<file path="config.mk">
export PLATFORM = sky130hd
export DESIGN_NAME = wprot_unit
export DESIGN_NICKNAME = d
export VERILOG_FILES = /design/src/rtl/wprot_pkg.sv /design/src/rtl/wprot_reg.sv /design/src/rtl/wprot_range.sv /design/src/rtl/wprot_pages.sv /design/src/rtl/wprot_unit.sv
export SDC_FILE = /design/constraint.sdc
export NUM_CORES = 1
export LEC_CHECK = 0
export BUFFER_PORTS_ARGS = -buffer_cell sky130_fd_sc_hd__buf_2
export CAP_MARGIN = 20
export CORE_AREA = 4 4 41 43
export DETAILED_ROUTE_END_ITERATION = 6
export DIE_AREA = 0 0 45 47
export PLACE_DENSITY = 0.63
export SLEW_MARGIN = 40
export SYNTH_ARGS = -nofsm -noshare
export SYNTH_HDL_FRONTEND = slang
export SYNTH_HIERARCHICAL = 1
export SYNTH_SLANG_ARGS = --single-unit
</file>
<file path="constraint.sdc">
create_clock -name clk -period 2.15 [get_ports clk]
set_clock_uncertainty 0.2 [all_clocks]
set_input_delay 0.43 -clock clk [delete_from_list [all_inputs] [get_ports clk]]
set_output_delay 0.43 -clock clk [all_outputs]
set_load 0.1 [all_outputs]
</file>
<file path="src/rtl/wprot_pkg.sv">
package wprot_pkg;
  typedef enum logic [1:0] {
    OP_READ  = 2'b00,
    OP_PROG  = 2'b01,
    OP_ERASE = 2'b10,
    OP_RSVD  = 2'b11
  } op_e;

  typedef struct packed {
    logic       lock;
    logic       en;
    logic [1:0] rng;
  } wp_state_t;

  localparam logic [7:0] WP_REG_ADDR = 8'hE2;
endpackage

</file>
<file path="src/rtl/wprot_reg.sv">
module wprot_reg
  import wprot_pkg::*;
#(
  parameter int AW = 8,
  parameter int DW = 8,
  parameter logic [AW-1:0] REG_ADDR = AW'(WP_REG_ADDR)
) (
  input  logic          clk,
  input  logic          rst_n,
  input  logic          wr,
  input  logic [AW-1:0] addr,
  input  logic [DW-1:0] wdata,
  output logic [DW-1:0] rdata,
  output wp_state_t     st
);
  localparam int LOCK_BIT = DW - 1;

  wp_state_t st_q;
  logic      hit;
  logic      unused_wbits;

  assign hit          = (addr == REG_ADDR);
  assign unused_wbits = ^wdata[LOCK_BIT-1:3];

  always_ff @(posedge clk or negedge rst_n) begin
    if (!rst_n) begin
      st_q <= '0;
    end else if (wr && hit && !st_q.lock) begin
      st_q.en   <= wdata[2];
      st_q.rng  <= wdata[1:0];
      st_q.lock <= wdata[LOCK_BIT];
    end
  end

  always_comb begin
    rdata = '0;
    if (hit) begin
      rdata[LOCK_BIT] = st_q.lock;
      rdata[2]        = st_q.en;
      rdata[1:0]      = st_q.rng;
    end
  end

  assign st = st_q;

  // the lock never drops while power reset is inactive
  p_lock_sticky_r5: assert property (@(posedge clk) disable iff (!rst_n)
    st_q.lock |=> st_q.lock);

  // once locked, the register contents stay frozen
  p_locked_frozen_r6: assert property (@(posedge clk) disable iff (!rst_n)
    st_q.lock |=> $stable({st_q.en, st_q.rng}));
endmodule

</file>
<file path="src/rtl/wprot_range.sv">
module wprot_range #(
  parameter int PAGE_W = 4
) (
  input  logic              en,
  input  logic [1:0]        rng,
  input  logic [PAGE_W-1:0] page,
  output logic              hit
);
  localparam int PAGES = 1 << PAGE_W;
  localparam int QTR   = PAGES / 4;

  logic [3:0] lvl_hit;

  for (genvar g = 0; g < 4; g++) begin : g_lvl
    if (g == 3) begin : g_all
      assign lvl_hit[g] = 1'b1;
    end else begin : g_cmp
      localparam logic [PAGE_W-1:0] FLOOR = PAGE_W'((3 - g) * QTR);
      assign lvl_hit[g] = (page >= FLOOR);
    end
  end

  assign hit = en & lvl_hit[rng];
endmodule

</file>
<file path="src/rtl/wprot_pages.sv">
module wprot_pages (
  input  logic clk,
  input  logic rst_n,
  input  logic soft_rst,
  input  logic arm,
  output logic pp_locked
);
  logic armed_q;
  logic active_q;

  always_ff @(posedge clk or negedge rst_n) begin
    if (!rst_n) begin
      armed_q  <= 1'b0;
      active_q <= 1'b0;
    end else begin
      if (arm)      armed_q  <= 1'b1;
      if (soft_rst) active_q <= armed_q;
    end
  end

  assign pp_locked = active_q;

  // the page-14 lock only becomes active on a soft reset
  p_deferred_r9: assert property (@(posedge clk) disable iff (!rst_n)
    (!soft_rst && !active_q) |=> !active_q);
endmodule

</file>
<file path="src/rtl/wprot_unit.sv">
module wprot_unit
  import wprot_pkg::*;
#(
  parameter int PAGE_W = 4,
  parameter int AW     = 8,
  parameter int DW     = 8
) (
  input  logic              clk,
  input  logic              rst_n,
  input  logic              soft_rst,
  input  logic              reg_wr,
  input  logic [AW-1:0]     reg_addr,
  input  logic [DW-1:0]     reg_wdata,
  output logic [DW-1:0]     reg_rdata,
  input  logic              pp_lock_req,
  input  logic              chk_region,
  input  logic [PAGE_W-1:0] chk_page,
  input  logic [1:0]        chk_op,
  output logic              chk_allow
);
  localparam logic [PAGE_W-1:0] SVC_PAGE  = PAGE_W'((1 << PAGE_W) - 1);
  localparam logic [PAGE_W-1:0] PROT_PAGE = PAGE_W'((1 << PAGE_W) - 2);

  wp_state_t st;
  logic      range_hit;
  logic      pp_locked;
  logic      modify;
  logic      cfg_deny;

  wprot_reg #(.AW(AW), .DW(DW)) i_reg (
    .clk(clk), .rst_n(rst_n), .wr(reg_wr), .addr(reg_addr),
    .wdata(reg_wdata), .rdata(reg_rdata), .st(st)
  );

  wprot_range #(.PAGE_W(PAGE_W)) i_range (
    .en(st.en), .rng(st.rng), .page(chk_page), .hit(range_hit)
  );

  wprot_pages i_pages (
    .clk(clk), .rst_n(rst_n), .soft_rst(soft_rst),
    .arm(pp_lock_req), .pp_locked(pp_locked)
  );

  assign modify   = (chk_op != OP_READ);
  assign cfg_deny = (chk_page == SVC_PAGE) || (pp_locked && chk_page == PROT_PAGE);

  always_comb begin
    if (!modify)         chk_allow = 1'b1;
    else if (chk_region) chk_allow = !range_hit;
    else                 chk_allow = !cfg_deny;
  end

  // the service page is never modifiable
  p_svc_page_r8: assert property (@(posedge clk) disable iff (!rst_n)
    (!chk_region && chk_page == SVC_PAGE && chk_op != OP_READ) |-> !chk_allow);

  // reads are always allowed
  p_read_open_r10: assert property (@(posedge clk) disable iff (!rst_n)
    (chk_op == OP_READ) |-> chk_allow);

  // with protection disabled the user array is open
  p_disabled_open_r2: assert property (@(posedge clk) disable iff (!rst_n)
    (chk_region && !st.en) |-> chk_allow);

  // low configuration pages are never blocked by software range
  p_cfg_low_open_r11: assert property (@(posedge clk) disable iff (!rst_n)
    (!chk_region && chk_page < PROT_PAGE) |-> chk_allow);
endmodule

</file>
After elaboration in Yosys (flattened, before gate mapping)

Index checks and enable logic that the tools add are counted.

Div/mod/pow operators: 0
Order comparisons: 4
Equal/unequal tests: 3
Shift-type cells: 0
Mux-type cells: 6
$mul: 0
Reduce and logical (&&, ||, !) cells: 8
Bitwise logic cells: 1
Add/subtract/negate cells: 0

Operators with widths:

| cell                                                               | count |
|---|---|
| equality test 4 bit (second input constant)                        | 2 |
| equality test 8 bit (second input constant)                        | 1 |
| greater-or-equal comparator 4 bit (second input constant)          | 2 |
| greater-or-equal comparator 4 x 3 -> 1 bit (second input constant) | 1 |
| two-way mux 1 bit                                                  | 4 |
| logical AND 1 bit                                                  | 3 |
| logical NOT 1 bit                                                  | 3 |
| less-than comparator 2 x 3 -> 1 bit (second input constant)        | 1 |
| two-way mux 3 bit                                                  | 1 |
| binary-select mux 1 bit (select 2 bit)                             | 1 |
| nonzero test 2 bit                                                 | 1 |
| AND 1 bit                                                          | 1 |
| logical OR 1 bit                                                   | 1 |

Memories: 0
Input bits: 28
Output and inout bits: 9
Memory bits (read-only): 0
Word-level logic and storage cells: 27
Latch bits: 0
Memory bits (writable): 0
Bits in registers: 6

Longest topological paths before layout

Gate-level depths: netlist of the first run.

Depth after elaboration: 7
Depth in mapped cells: 4
Depth with buffers taken out: 4

By module

The synthesis of the first run kept the hierarchy.

Modules (own cells, without submodules):

| module      | times used | cells each | area each (µm²) |
|---|---|---|---|
| wprot_reg   | 1          | 21         | 252.7 |
| wprot_pages | 1          | 4          | 71.3 |
| wprot_unit  | 1          | 5          | 28.8 |
| wprot_range | 1          | 3          | 17.5 |

Least setup slack after synthesis of the first run

Ideal clock, no wire load.

Kind: input -> output
From: input port reg_addr[2]
To: output port reg_rdata[0]
Path slack: -64 ps
Stages: 3
Data arrival time: 1584 ps
Cells stage by stage: nand4bb_1 -> nor2_1 -> and2_1

Word-level cells in the longest chain between the ends: 2

Ends and longest elaborated chain:

| item                | line             | RTL |
|---|---|---|
| start, declared     | wprot_unit.sv:12 | `input logic [AW-1:0] reg_addr,` |
| equality test 8 bit | wprot_reg.sv:22  | `assign hit = (addr == REG_ADDR);` |
| two-way mux 3 bit   | wprot_reg.sv:37  | `if (hit) begin` |
| end, declared       | wprot_unit.sv:14 | `output logic [DW-1:0] reg_rdata,` |

No other way between the ends.

Final worst setup path of the first run

From: register, netlist name i_reg/st[1]
To: output port chk_allow

Word-level cells in the longest chain between the ends: 6

Ends and longest elaborated chain:

| item                                    | line              | RTL |
|---|---|---|
| binary-select mux 1 bit (select 2 bit)  | wprot_range.sv:23 | `assign hit = en & lvl_hit[rng];` |
| two-way mux 1 bit (not written as such) | wprot_range.sv:23 |  |
| AND 1 bit                               | wprot_range.sv:23 |  |
| via range_hit                           | wprot_unit.sv:25  | `logic range_hit;` |
| logical NOT 1 bit                       | wprot_unit.sv:49  | `else if (chk_region) chk_allow = !range_hit;` |
| two-way mux 1 bit                       | wprot_unit.sv:49  |  |
| two-way mux 1 bit                       | wprot_unit.sv:48  | `if (!modify) chk_allow = 1'b1;` |
| end, declared                           | wprot_unit.sv:19  | `output logic chk_allow` |

The timed path passes the listed nets, and every way through them passes these cells. The select of a mux whose other input is x is not followed.

==> results.ini, run 1 <==
[timing]
hold_viol_final=0
setup_viol=0
slew_viol_final=0
setup_ws_ps=48.1
post-route-period-util_pct=97.8
rsz0062_at_grt=false
fin_crit_ps=2100
max_freq_ghz=0.476

[power]
peakVddDrop_mv=0.267
finalPower_uw=305
leakagePower_nw=0.328
p_per_area_mw_per_mm2=470

[global_route]
grt_pass1_vias=361
gr-total-overflow=0
antenna_found_initial=0
grt_max_degree=7
grt.total_usage_pct=9.48
grt_pass1_wl_um=1390

[layout]
fin_cells=82
fill_cells=125
final_util_pct=49.9
nets=97
antenna_cells=0
final_common_cell=buf_2
syn2layout_area_growth_pct=75.3
multiInputGateArea_um2=210
layout_common_cells=23 x buf_2, 6 x dfrtp_1, 5 x buf_12
drive_above_1_share_pct=68.7
regArea_um2=150

[critical_path]
required_ps=1520
critPathSlowestCell=or4_4
startpoint_type=flip-flop
path_class=reg -> out
max_stage_delay_ps=430
path_cells=o22ai_1, a21boi_1, nor2b_1, or4_4, buf_12
crit_start=i_reg/st[1]$_DFFE_PN0P_
cp_max_fo=3
rr_startpoint=i_reg/st[3]$_DFFE_PN0P_
arrival_ps=1470
critPathCaptureType=primary output

[cts]
numCtsBuffers=3
clk_pin_slew_ps=40
cts_root_buf=clkbuf_4
cts_tree=built
clkSinkCount=6
htreeDepth=1
clock_path_buffers=2
worstSkewPairLatency_ps=230

[yosys]
synth_cell_types=17
netlist_instances=33
ys_ff_latch=6
seq_area_frac_synth_pct=40.5
yosys_warnings=6
netlist.area_leader.share_pct=40.5
mappedNetlistArea_um2=370
syn_area_per_cell_um2=11.2
synth.area.top_cells=dfrtp_1 41%, mux2_4 16%, buf_4 8.1%
synth_top_area_cell=dfrtp_1

[floorplan]
core_area_mm2=0.00130
start_util_pct=28.5
dieHeight_um=47
die_area_mm2=0.00212
num_rows=13
die_x_um=45
io_pins=37

[route]
drt-total-wl_um=903
vias=362
wl_per_cell_um=11.0
postRouteAntennaNets=0
vias_per_cell=4.41
dr.pass1.iters=1
drt_iter0_drc=0
drc=0

[placed_design]
place_inst=76
dp_worst_setup_slack_ps=-51.5
port-buffer-count=28
dp_hpwl_um=818
gp_congestion=0.614

[worst_hold_path]
hold_path.class=in -> reg
min_from=pp_lock_req

[status]
status=finished, final reports clean

[run]
maxCapViolCount=0

==> cells by family (layout without fill, tap and decap cells) <==
group,count (synthesis),in the layout,synth area share (%)
AO/OA/AOI/OAI,4,4,7.77
buffers and inverters,4,35,8.11
flip-flops,6,6,40.5
multiplexers,4,4,16.2
other,1,4,1.01
AND/OR/NAND/NOR,14,14,26.4
==> per-stage QoR <==
stage                     hold WS (ps)  TNS [ps]  instance area (um2)
after floorplan                  -65.6         0                  390
after global placement            57.7     -42.7                  587
after detailed placement          57.0     -51.5                  587
after CTS                          168         0                  649
after global routing               175         0                  649
final                              180         0                  649
==> report_power, final <==
group | switching [mW] | total, mW | leakage [nW] | internal [mW]
combinational | 0.0535 | 0.0872 | 0.242 | 0.0337
clock | 0.0354 | 0.0982 | 0.0138 | 0.0628
sequential | 0.00261 | 0.120 | 0.0726 | 0.117
total | 0.0915 | 0.305 | 0.328 | 0.214
==> layout make-up <==
type | instances | share of cell area, %
Clock buffer | 3 | 3.47
Multi-Input combinational cell | 26 | 32.4
Timing Repair Buffer | 32 | 38.2
Tap cell | 15 | 2.89
Sequential cell | 6 | 23.1
==> registers in the layout, indices dropped and copies added (netlist names) <==
| signal | cells |
|---|---|
| i_pages/armed_q | 1 |
| i_reg/st | 4 |
| i_pages/pp_locked | 1 |
==> worst paths after layout <==
check,cells past startpoint,endpoint,slack [ps]
max,5,chk_allow,50
min,2,i_pages/armed_q$_DFFE_PN0P_,180
max reg2reg,2,i_reg/st[2]$_DFFE_PN0P_,550
min reg2reg,1,i_pages/armed_q$_DFFE_PN0P_,280
max in group asynchronous,2,i_reg/st[0]$_DFFE_PN0P_,1270
min in group asynchronous,2,i_reg/st[1]$_DFFE_PN0P_,340
==> cell usage after synthesis <==
| master | number |
|---|---|
| o22ai_1 | 1 |
| conb_1 | 1 |
| buf_4 | 4 |
| nand4bb_1 | 2 |
| nor2_1 | 2 |
| and2_1 | 4 |
| or4b_4 | 1 |
| dfrtp_1 | 6 |
| a21boi_1 | 1 |
| mux2_4 | 4 |
| nand2_1 | 1 |
| a31oi_1 | 1 |
| nor2b_1 | 1 |
| a31o_2 | 1 |
| or4_1 | 1 |
| nor3_1 | 1 |
| or2_2 | 1 |
==> worst max-delay path: cells and delay by family (launching register included) <==
kind | cells | cell delay, ps
flip-flops | 1 | 360
AND/OR/NAND/NOR | 2 | 480
AO/OA/AOI/OAI | 2 | 210
buffers and inverters | 1 | 180
==> per-layer routing <==
layer	global-route usage, %	vias to the layer above	part of all wire [%]
li1	-	181	-
met1	8.62	168	36
met2	17.8	13	57
met3	2.68	0	6.5
met4	7.02	0	0
met5	0	-	0
==> repair_timing <==
item	CTS	global route
hold buffers	1	0
pin swaps	2	2
gates resized for setup	4	0
endpoints found under the hold margin	6	0
endpoints found under the setup margin	1	1
buffers inserted	2	0
No activity file was read; power rests on OpenSTA's default activity.
==> inputs of run 2 (changes only) <==
--- a/config.mk
+++ b/config.mk
@@ -10,7 +10,7 @@
 export CORE_AREA = 4 4 41 43
 export DETAILED_ROUTE_END_ITERATION = 6
 export DIE_AREA = 0 0 45 47
-export PLACE_DENSITY = 0.63
+export PLACE_DENSITY = 0.72
 export SLEW_MARGIN = 40
 export SYNTH_ARGS = -nofsm -noshare
 export SYNTH_HDL_FRONTEND = slang
==> run 2 against run 1 <==
Against the previous run: sequential power barely moved; final area rose by 2.1%; critical path depth did not move; critical path type unchanged; largest cell class unchanged; the flow now finishes with violations (negative setup slack); die area did not move; highest routed layer unchanged.
==> results.ini, run 2 (synthesis results as in run 1) <==
[route]
vias=357
wl_per_cell_um=10.3
drt-total-wl_um=851
drt_iter0_drc=0
postRouteAntennaNets=0
drc=0
vias_per_cell=4.30
dr.pass1.iters=1

[critical_path]
path_buf_inv=1
critPathSlowestCell=or4_4
arrival_ps=1520
rr_startpoint=i_reg/st[3]$_DFFE_PN0P_
path_cells=nand2_1, a21boi_1, nor2b_1, or4_4, buf_12
path_class=reg -> out
rr_worst_depth=2
required_ps=1520
critPathCaptureType=primary output
startpoint_type=flip-flop
cpLargestDelayFamily=simple AND/OR/NAND/NOR gates
max_stage_delay_ps=430
crit_cells=5
rrSetupSlack_ps=560
cp_max_fo=4
r2r_end=i_reg/st[2]$_DFFE_PN0P_

[power]
p_sw_uw=93.4
p_sw_share_pct=30.3
p_per_area_mw_per_mm2=465
pwr-share-comb_pct=28.8
seqPwrFrac_pct=38.9
internal-power_uw=215
pwr-share-clk_pct=32.3
leakagePower_nw=0.339
peakVddDrop_mv=0.257

[placed_design]
port-buffer-count=28
gp_congestion=0.628
placed_area_um2=587
place_inst=76

[timing]
post-route-period-util_pct=100
setup_ws_ps=-0.731
slew_viol_final=0
max_freq_ghz=0.465
hold_viol_final=0
hold-worst-slack_ps=184
rsz0062_at_grt=true
fin_crit_ps=2150
setup_viol=1

[global_route]
grt_max_degree=7
grt.total_usage_pct=8.66
gr-total-overflow=0
grt_pass1_wl_um=1280
grt_pass1_vias=360
antenna_found_initial=0

[layout]
final_common_cell=buf_2
fin_cells=83
design_area_um2=663
nets=98
largest_reg_flops=4
final_util_pct=51.0
antenna_cells=0
syn2layout_area_growth_pct=79.1
layout_common_cells=23 x buf_2, 6 x dfrtp_1, 5 x buf_12
drive_above_1_share_pct=70.6

[worst_hold_path]
min_from=pp_lock_req
hold_path_depth=2
hold_path.class=in -> reg
hold_path_end=i_pages/armed_q$_DFFE_PN0P_

[cts]
cts_root_buf=clkbuf_4
numCtsBuffers=3
clk_pin_slew_ps=40
htreeDepth=1
cts_tree=built
clkSinkCount=6
clock_path_buffers=2
worstSkewPairLatency_ps=240

[floorplan]
io_pins=37
num_rows=13
die_x_um=45
core_area_mm2=0.00130
start_util_pct=28.5
dieHeight_um=47
die_area_mm2=0.00212

[status]
status=finished with violations
violations=negative setup slack

[run]
maxCapViolCount=0

## run 2: cell count changes in the layout (fill, tap and decap cells not counted)
cell,delta
buf_4,+1
o22ai_1,-1
o22ai_2,+1
## run 2: through the flow
| stage | setup TNS, ps | setup WS (ps) | total power [mW] |
|---|---|---|---|
| after floorplan | 0 | 218 | 0.178 |
| after global placement | -45.2 | -45.2 | 0.199 |
| after detailed placement | -56.5 | -56.5 | 0.200 |
| after CTS | -38.9 | -38.9 | 0.313 |
| after global routing | -75.8 | -75.8 | 0.327 |
| final | -0.731 | -0.731 | 0.309 |
## run 2: power groups by stage
stage | Clock, mW | Combinational, mW | Sequential [mW]
6_report | 0.0997 | 0.0889 | 0.120
2_1_floorplan | 0 | 0.0577 | 0.121
5_1_grt | 0.112 | 0.0942 | 0.120
3_5_place_dp | 0 | 0.0784 | 0.122
3_3_place_gp | 0 | 0.0773 | 0.122
4_1_cts | 0.105 | 0.0884 | 0.120
## run 2: what timing repair did
action | 4_1_cts | 5_1_grt
resized for setup | 4 | 1
pin swaps | 3 | 3
hold endpoints to repair | 6 | 0
hold buffers | 1 | 0
setup buffers | 3 | 0
setup endpoints to repair | 1 | 1
## run 2: worst reg2reg max path: cells and delay by family (launching register included)
family / cells / cell delay [ps]
multiplexers: 1 / 310
flip-flops: 1 / 380
AND/OR/NAND/NOR: 1 / 580
## run 2: worst max-delay path by stage
| stage | from | end |
|---|---|---|
| after floorplan | chk_page[3] | chk_allow |
| after global placement | chk_page[3] | chk_allow |
| after detailed placement | chk_page[3] | chk_allow |
| after CTS | i_reg/st[1]$_DFFE_PN0P_ | chk_allow |
| after global routing | i_reg/st[1]$_DFFE_PN0P_ | chk_allow |
| final | i_reg/st[1]$_DFFE_PN0P_ | chk_allow |
## run 2: final cells by class
class,count,area [um2]
clock buffers,3,22.5
fillers,122,638
multi-input cells,26,216
flip-flops and latches,6,150
well taps,15,18.8
repair buffers,33,255
## run 2: metal layers
metal | vias up | global-route usage (%) | routed length (um)
li1 | 182 | - | -
met2 | 19 | 16.4 | 474
met5 | - | 0 | 0
met1 | 156 | 7.41 | 277
met4 | 0 | 5.26 | 0
met3 | 0 | 3.83 | 99
==> inputs of run 3 (changes only) <==
--- a/config.mk
+++ b/config.mk
@@ -10,6 +10,7 @@
 export CORE_AREA = 4 4 41 43
 export DETAILED_ROUTE_END_ITERATION = 6
 export DIE_AREA = 0 0 45 47
+export GPL_ROUTABILITY_DRIVEN = 0
 export PLACE_DENSITY = 0.72
 export SLEW_MARGIN = 40
 export SYNTH_ARGS = -nofsm -noshare
==> constraint.sdc (replaced) <==
create_clock -name clk -period 2.15 [get_ports clk]
set_clock_uncertainty 0.2 [all_clocks]
set_input_delay 0.1075 -clock clk [delete_from_list [all_inputs] [get_ports clk]]
set_output_delay 0.1075 -clock clk [all_outputs]
set_load 0.1 [all_outputs]
==> run 3 against run 2 <==
Against the previous run: the run now ends clean; clock power up 4%; critical endpoint unchanged; final area fell by 7.5%; final cell count is 3.6% higher; highest routed layer is now met4; wire length up 8.0%; sequential power about the same; critical path depth is the same; first-iteration DRC count grew 3.
==> results.ini, run 3 (synthesis results as in run 1) <==
[status]
status=finished, final reports clean

[floorplan]
io_pins=37
num_rows=13
start_util_pct=28.5
die_area_mm2=0.00212
core_area_mm2=0.00130
dieHeight_um=47
die_x_um=45

[critical_path]
critPathCaptureType=primary output
cp_max_fo=4
arrival_ps=1650
required_ps=1840
path_class=reg -> out
startpoint_type=flip-flop

[placed_design]
dp_worst_setup_slack_ps=448
port-buffer-count=28
dp_hpwl_um=719

[layout]
antenna_cells=0
final_util_pct=47.1
nets=101
final_common_cell=buf_2
layout_common_cells=28 x buf_2, 8 x dlygate4sd3_1, 6 x dfrtp_1
largest_reg_flops=4
syn2layout_area_growth_pct=65.5
drive_above_1_share_pct=53.5

[cts]
worstSkewPairLatency_ps=240
htreeDepth=1
post_cts_buffers=0
ctsResizeCount=0
cts_hold_buf=8
cts_tree=built
clkSinkCount=6
cts_root_buf=clkbuf_4
numCtsBuffers=3
clk_pin_slew_ps=50
clock_path_buffers=2

[route]
vias=392
wl_per_cell_um=10.7
dr.pass1.iters=4
wl_met1_um=380
route.met2.wl_um=399
postRouteAntennaNets=0
vias_per_cell=4.56
dr.max_layer_used=met4
drt-total-wl_um=919
drt_iter0_drc=3
wl_met3_um=135
drc=0

[timing]
setup_viol=0
setup_ws_ps=191
slew_viol_final=0
rsz0062_at_grt=false
setup_tns_ps=0
max_freq_ghz=0.511
hold-worst-slack_ps=41.3
hold_viol_final=0
fin_crit_ps=1960
post-route-period-util_pct=91.1

[global_route]
grt.total_usage_pct=9.23
grt_pass1_wl_um=1350
gr-total-overflow=0
antenna_found_initial=0
grt_max_degree=7
grt_pass1_vias=353

[power]
p_per_area_mw_per_mm2=506
leakagePower_nw=0.323
peakVddDrop_mv=0.266

[run]
maxCapViolCount=0

[worst_hold_path]
hold_path.class=in -> async

run 3: cell count changes in the layout (fill, tap and decap cells not counted), moves of 4 or more:
cell           before  now
and2_2              4    0
buf_2              23   28
and2_1              0    4
dlygate4sd3_1       1    8
buf_4               4    0
buf_12              5    0
run 3: per-layer routing:
metal / GRT usage, % / up-vias
li1: - / 190
met1: 9.51 / 170
met2: 15.8 / 30
met3: 2.68 / 2
met4: 7.02 / 0
met5: 0 / -
run 3: cell type report:
type / count / area, um2
Tap cell: 15 / 18.8
Fill cell: 116 / 688
Clock buffer: 3 / 22.5
Sequential cell: 6 / 150
Multi-Input combinational cell: 26 / 201
Timing Repair Buffer: 36 / 220
run 3: path summary, 6_finish.rpt:
path / start / endpoint / slack [ps] / cells past startpoint
hold / removal: rst_n / i_reg/st[3]$_DFFE_PN0P_ / 40 / 2
setup / recovery: i_reg/st[1]$_DFFE_PN0P_ / chk_allow / 190 / 5
setup reg to reg: i_reg/st[3]$_DFFE_PN0P_ / i_reg/st[1]$_DFFE_PN0P_ / 560 / 2
max in group asynchronous: rst_n / i_pages/armed_q$_DFFE_PN0P_ / 1560 / 2
hold reg to reg: i_pages/armed_q$_DFFE_PN0P_ / i_pages/armed_q$_DFFE_PN0P_ / 270 / 1
min in group clk: reg_wr / i_reg/st[2]$_DFFE_PN0P_ / 170 / 3
run 3: report_power, final:
part | total, mW | switching [mW] | leakage, nW | internal (mW)
Clock | 0.104 | 0.0407 | 0.0138 | 0.0632
Combinational | 0.0867 | 0.0528 | 0.236 | 0.0339
Sequential | 0.120 | 0.00292 | 0.0726 | 0.117
Total | 0.310 | 0.0964 | 0.323 | 0.214
run 3: worst max-delay path, cell delays in order (launching register included):
cell and delay, ps:
dfrtp_1 390, o22ai_1 80, a21boi_1 130, nor2b_1 60
or4_1 450, buf_2 300
run 3: per-stage QoR:
stage | std cells | area, um2 | total power, mW
3_5_place_dp | 75 | 510 | 0.197
4_1_cts | 86 | 613 | 0.313
2_1_floorplan | 36 | 382 | 0.177
5_1_grt | 86 | 613 | 0.326
6_report | 86 | 613 | 0.310
3_3_place_gp | 75 | 510 | 0.196
